$ cat src/rtl/sdhost_status_pkg.sv
package sdhost_status_pkg;
  localparam int DMA_N    = 4;
  localparam int DATA_N   = 6;
  localparam int RESP_N   = 5;
  localparam int DMA_BASE = 0;
  localparam int WAIT_POS = 4;
  localparam int DATA_BASE = 8;
  localparam int RESP_BASE = 16;
  localparam int TOP_BIT  = RESP_BASE + RESP_N - 1;

  typedef struct packed {
    logic clrRead;
    logic clrCmd;
    logic loadMask;
  } strobe_t;
endpackage

$ cat src/rtl/sdhost_status_ctrl.sv
module sdhost_status_ctrl
  import sdhost_status_pkg::*;
(
  input  logic    clk,
  input  logic    rstN,
  input  logic    statusRd,
  input  logic    cmdWr,
  input  logic    maskWr,
  output strobe_t strb
);
  always_comb begin
    strb.clrRead  = rstN & statusRd;
    strb.clrCmd   = rstN & cmdWr;
    strb.loadMask = rstN & maskWr;
  end

  assert_strobeReset_R1: assert property (@(posedge clk)
    !rstN |-> (strb == '0));
endmodule

$ cat src/rtl/sdhost_status_dp.sv
module sdhost_status_dp
  import sdhost_status_pkg::*;
#(
  parameter int DATA_W = 32
) (
  input  logic              clk,
  input  logic              rstN,
  input  strobe_t           strb,
  input  logic [DATA_W-1:0] maskData,
  input  logic [DATA_N-1:0] dataEvt,
  input  logic [RESP_N-1:0] respEvt,
  input  logic [DMA_N-1:0]  dmaLvl,
  input  logic              readWaitLvl,
  output logic [DATA_W-1:0] statusData,
  output logic              irqOut
);
  logic [DATA_N-1:0] dataQ;
  logic [RESP_N-1:0] respQ;
  logic [DATA_W-1:0] maskQ;

  always_ff @(posedge clk) begin
    if (!rstN) begin
      dataQ <= '0;
      respQ <= '0;
      maskQ <= '0;
    end else begin
      dataQ <= (dataQ & ~{DATA_N{strb.clrRead}}) | dataEvt;
      respQ <= (respQ & ~{RESP_N{strb.clrCmd}}) | respEvt;
      if (strb.loadMask) maskQ <= maskData;
    end
  end

  always_comb begin
    statusData = '0;
    for (int i = 0; i < DMA_N; i++) statusData[DMA_BASE + i] = dmaLvl[i];
    statusData[WAIT_POS] = readWaitLvl;
    for (int i = 0; i < DATA_N; i++) statusData[DATA_BASE + i] = dataQ[i];
    for (int i = 0; i < RESP_N; i++) statusData[RESP_BASE + i] = respQ[i];
  end

  assign irqOut = |(statusData & maskQ);

  assert_readClear_R3: assert property (@(posedge clk) disable iff (!rstN)
    strb.clrRead |=> (dataQ == $past(dataEvt)));
  assert_cmdClear_R4: assert property (@(posedge clk) disable iff (!rstN)
    strb.clrCmd |=> (respQ == $past(respEvt)));
  assert_respHold_R4: assert property (@(posedge clk) disable iff (!rstN)
    !strb.clrCmd |=> ((respQ & $past(respQ)) == $past(respQ)));
  assert_dataHold_R5: assert property (@(posedge clk) disable iff (!rstN)
    !strb.clrRead |=> ((dataQ & $past(dataQ)) == $past(dataQ)));
  assert_eventKept_R6: assert property (@(posedge clk) disable iff (!rstN)
    1'b1 |=> (((dataQ & $past(dataEvt)) == $past(dataEvt)) &&
              ((respQ & $past(respEvt)) == $past(respEvt))));
endmodule

$ cat src/rtl/sdhost_status_reg.sv
module sdhost_status_reg
  import sdhost_status_pkg::*;
#(
  parameter int DATA_W = 32
) (
  input  logic              clk,
  input  logic              rstN,
  input  logic              statusRd,
  input  logic              cmdWr,
  input  logic              maskWr,
  input  logic [DATA_W-1:0] maskData,
  input  logic [DATA_N-1:0] dataEvt,
  input  logic [RESP_N-1:0] respEvt,
  input  logic [DMA_N-1:0]  dmaLvl,
  input  logic              readWaitLvl,
  output logic [DATA_W-1:0] statusData,
  output logic              irqOut
);
  localparam logic [DATA_W-1:0] USED_MAP =
    DATA_W'(((1 << DMA_N) - 1) << DMA_BASE) |
    DATA_W'(1 << WAIT_POS) |
    DATA_W'(((1 << DATA_N) - 1) << DATA_BASE) |
    DATA_W'(((1 << RESP_N) - 1) << RESP_BASE);

  strobe_t strb;

  sdhost_status_ctrl u_ctrl (
    .clk(clk), .rstN(rstN), .statusRd(statusRd), .cmdWr(cmdWr),
    .maskWr(maskWr), .strb(strb)
  );

  sdhost_status_dp #(.DATA_W(DATA_W)) u_dp (
    .clk(clk), .rstN(rstN), .strb(strb), .maskData(maskData),
    .dataEvt(dataEvt), .respEvt(respEvt), .dmaLvl(dmaLvl),
    .readWaitLvl(readWaitLvl), .statusData(statusData), .irqOut(irqOut)
  );

  assert_unusedZero_R9: assert property (@(posedge clk) disable iff (!rstN)
    (statusData & ~USED_MAP) == '0);
  assert_liveDma_R7: assert property (@(posedge clk) disable iff (!rstN)
    (statusData[DMA_BASE +: DMA_N] == dmaLvl) && (statusData[WAIT_POS] == readWaitLvl));
  assert_irqNeedsStatus_R10: assert property (@(posedge clk) disable iff (!rstN)
    irqOut |-> (statusData != '0));
endmodule

$ cat config.mk
export PLATFORM = sky130hd
export DESIGN_NAME = sdhost_status_reg
export DESIGN_NICKNAME = d
export VERILOG_FILES = /design/src/rtl/sdhost_status_pkg.sv /design/src/rtl/sdhost_status_ctrl.sv /design/src/rtl/sdhost_status_dp.sv /design/src/rtl/sdhost_status_reg.sv
export SDC_FILE = /design/constraint.sdc
export NUM_CORES = 1
export LEC_CHECK = 0
export BUFFER_PORTS_ARGS = -buffer_cell sky130_fd_sc_hd__buf_2
export CORE_MARGIN = 4
export CORE_UTILIZATION = 40
export CTS_CLUSTER_SIZE = 8
export DETAILED_ROUTE_END_ITERATION = 6
export GPL_ROUTABILITY_DRIVEN = 0
export PLACE_DENSITY = 0.78
export SYNTH_ARGS = -nofsm -noshare
export SYNTH_HDL_FRONTEND = slang
export SYNTH_SLANG_ARGS = --single-unit
$ cat constraint.sdc
create_clock -name clk -period 1.1 [get_ports clk]
set_clock_uncertainty 0.15 [all_clocks]
set_input_delay 0.055 -clock clk [delete_from_list [all_inputs] [get_ports clk]]
set_output_delay 0.055 -clock clk [all_outputs]
set_load 0.01 [all_outputs]
==> impl_metrics.py <==
metrics = {
    "outcome": {
        "status": "finished with violations",
        "violations": "negative setup slack",
    },
    "timing": {
        "fmax_mhz": 622,
        "finalSetupViolCount": 7,
        "hold_viol": 0,
        "fin_crit_ns": 1.61,
        "period_share_pct": 146,
        "final_max_slew_viol_count": 0,
        "fin_hold_ws_ns": 0.000743,
        "rsz0062_at_grt": "true",
        "setup_ws_ns": -0.507,
    },
    "placement": {
        "placed_cell_area_um2": 1510,
        "dp_slack_ns": -0.132,
        "dp_hpwl_mm": 2.19,
        "portBuffers": 53,
    },
    "min_path": {
        "hold_class": "in2reg",
        "worstHoldPathCells": 2,
        "hold_end": "u_dp.respQ[0]",
        "hp-start": "rstN",
    },
    "setup_path": {
        "path_class": "reg2out",
        "crit_chain": "a22o_1, a221oi_2, nand4_1, buf_2",
        "reg2reg_to": "u_dp.dataQ[4]",
        "worst_path_max_delay_cell": "dfxtp_2",
        "critPathBufInv": 1,
        "critPathTopFamily": "compound AO/OA/AOI/OAI gates",
        "crit-reg2reg-launch": "u_dp.dataQ[4]",
        "r2r_slack_ns": 0.10,
        "rr_worst_depth": 3,
        "worstPathArrival_ns": 1.40,
        "cp-end-kind": "output port",
        "cp_max_fo": 2,
        "slowest_delay_ns": 0.35,
        "crit_required_ns": 0.89,
        "startpoint_type": "register",
    },
    "layout": {
        "drive_above_1_share_pct": 40.4,
        "area_growth_pct": 57.0,
        "fin_nets": 257,
        "finalInstanceArea_um2": 1930,
        "antenna_cells": 0,
    },
    "cts": {
        "cts.path.max_buffers": 2,
        "cts_inserted_buffers": 3,
        "cts_root_buf": "clkbuf_4",
        "clock_sinks": 27,
        "cts_tree": "built",
        "clkSlewWorstSetupHoldPaths_ns": 0.14,
        "cts_max_level": 1,
        "clock_latency_ns": 0.32,
    },
    "synth": {
        "synth-seq-area-share_pct": 43.9,
        "avgSynthCellArea_um2": 10.6,
        "yosysUniqueCellTypes": 12,
        "ys_ff_latch": 27,
        "ys_top_cells_by_area": "dfxtp_1 44%, nor2b_1 14%, mux2i_1 13%",
        "yosys_warnings": 0,
        "yosysTopAreaCell": "dfxtp_1",
        "synth_top_area_share_pct": 43.9,
        "syn_inst": 116,
        "syn_area_um2": 1230,
    },
    "pwr": {
        "power_mw": 2.01,
        "ir_drop_v": 0.000896,
        "p_leak_nw": 0.918,
        "power_density_nw_per_um2": 1040,
    },
    "grt": {
        "overflow": 0,
        "antenna_found_initial": 0,
        "grt_max_degree": 28,
        "grt_pass1_wl_mm": 5.36,
        "grt_use_total_pct": 17.2,
        "grt_pass1_vias": 1141,
    },
    "detailed_routing": {
        "finalWirelength_mm": 3.44,
        "drt-pass1-iter-count": 3,
        "viasPerCell": 4.60,
        "first_iter_violations": 13,
        "num_vias": 1076,
        "drcViolationCount": 0,
        "routedWlPerCell_um": 14.7,
        "final_antenna_net_count": 0,
    },
    "floorplan": {
        "core_area_um2": 2850,
        "die_x_um": 63.5,
        "dieHeight_um": 63.5,
        "pin_count": 86,
        "start_util_pct": 43.2,
        "placementRows": 19,
        "die_area_um2": 4030,
    },
    "flow_run": {
        "drv_cap": 0,
    },
}
worst reg2reg max path, stage by stage, from the launching register on:
cell	delay, ns
dfxtp_2	0.35
buf_6	0.11
nor2b_1	0.13
o21a_1	0.17
kinds of logic after synthesis:
group / count (synthesis) / synth area share [%]
other cells: 1 / 0.305
flops: 27 / 43.9
mux: 16 / 13.0
compound gates: 19 / 12.4
buf+inv: 25 / 16.2
simple gates: 28 / 14.2
layer usage:
| metal | GRT usage (%) | wire (µm) |
|---|---|---|
| met5 | 0 | 0 |
| met4 | 9.16 | 133 |
| met3 | 2.49 | 171 |
| met2 | 31.3 | 1800 |
| met1 | 19.1 | 1330 |
report_power, final:
part | total (mW) | switching [mW] | internal, mW
Combinational | 0.498 | 0.198 | 0.300
Clock | 0.427 | 0.285 | 0.142
Sequential | 1.09 | 0.0433 | 1.04
Total | 2.01 | 0.526 | 1.49
placed cells by master, fill, tap and decap left out:
cell / netlist / final
buf_2: 2 / 44
dlygate4sd3_1: 0 / 29
nor2b_1: 27 / 27
buf_6: 1 / 18
mux2i_1: 16 / 16
conb_1: 1 / 16
dfxtp_1: 27 / 16
o21a_1: 11 / 11
dfxtp_2: 0 / 11
a22o_1: 4 / 4
a221oi_2: 0 / 4
clkbuf_4: 0 / 3
nand4_1: 1 / 1
clkbuf_1: 0 / 1
buf_12: 1 / 1
buf_4: 21 / 1
repair_timing:
item	CTS	global route
endpoints found under the hold margin	27	0
buffers inserted	0	1
setup endpoints to repair	10	11
gates resized for setup	19	10
pin swaps	1	2
hold buffers	29	0
stage by stage:
stage               cells  util, %  TNS [ns]
floorplan             131        -         0
global placement      200     52.8    -0.101
detailed placement    200     52.8    -0.132
CTS                   233     66.4    -0.591
global route          234     67.8    -0.870
finish                234     67.8    -0.531
cell usage after synthesis, drive strengths merged:
cell type  instances
nand4              1
nor2b             27
o21a              11
dfxtp             27
a22o               4
buf               25
mux2i             16
conb               1
a221oi             4
area by class of cell:
cell class | count | area (µm²)
multi-input combinational | 79 | 573
fill | 209 | 920
timing repair buffer | 93 | 741
sequential | 27 | 554
clock buffer | 4 | 26.3
tap | 31 | 38.8
flip-flops by register name, summed over array words and instances (netlist names):
signal,flops
u_dp.respQ,5
u_dp.dataQ,6
u_dp.maskQ,16
how the worst max path moves through the flow:
| stage | slack (ns) | from | cells after the start | to |
|---|---|---|---|---|
| 2_1_floorplan | 0.006 | u_dp.respQ[3] | 3 | irqOut |
| 3_3_place_gp | -0.10 | u_dp.dataQ[4] | 4 | irqOut |
| 3_5_place_dp | -0.13 | u_dp.dataQ[1] | 4 | irqOut |
| 4_1_cts | -0.49 | u_dp.dataQ[1] | 4 | irqOut |
| 5_1_grt | -0.59 | u_dp.respQ[3] | 4 | irqOut |
| 6_report | -0.51 | u_dp.dataQ[1] | 4 | irqOut |
No activity file was read; power rests on OpenSTA's default activity.
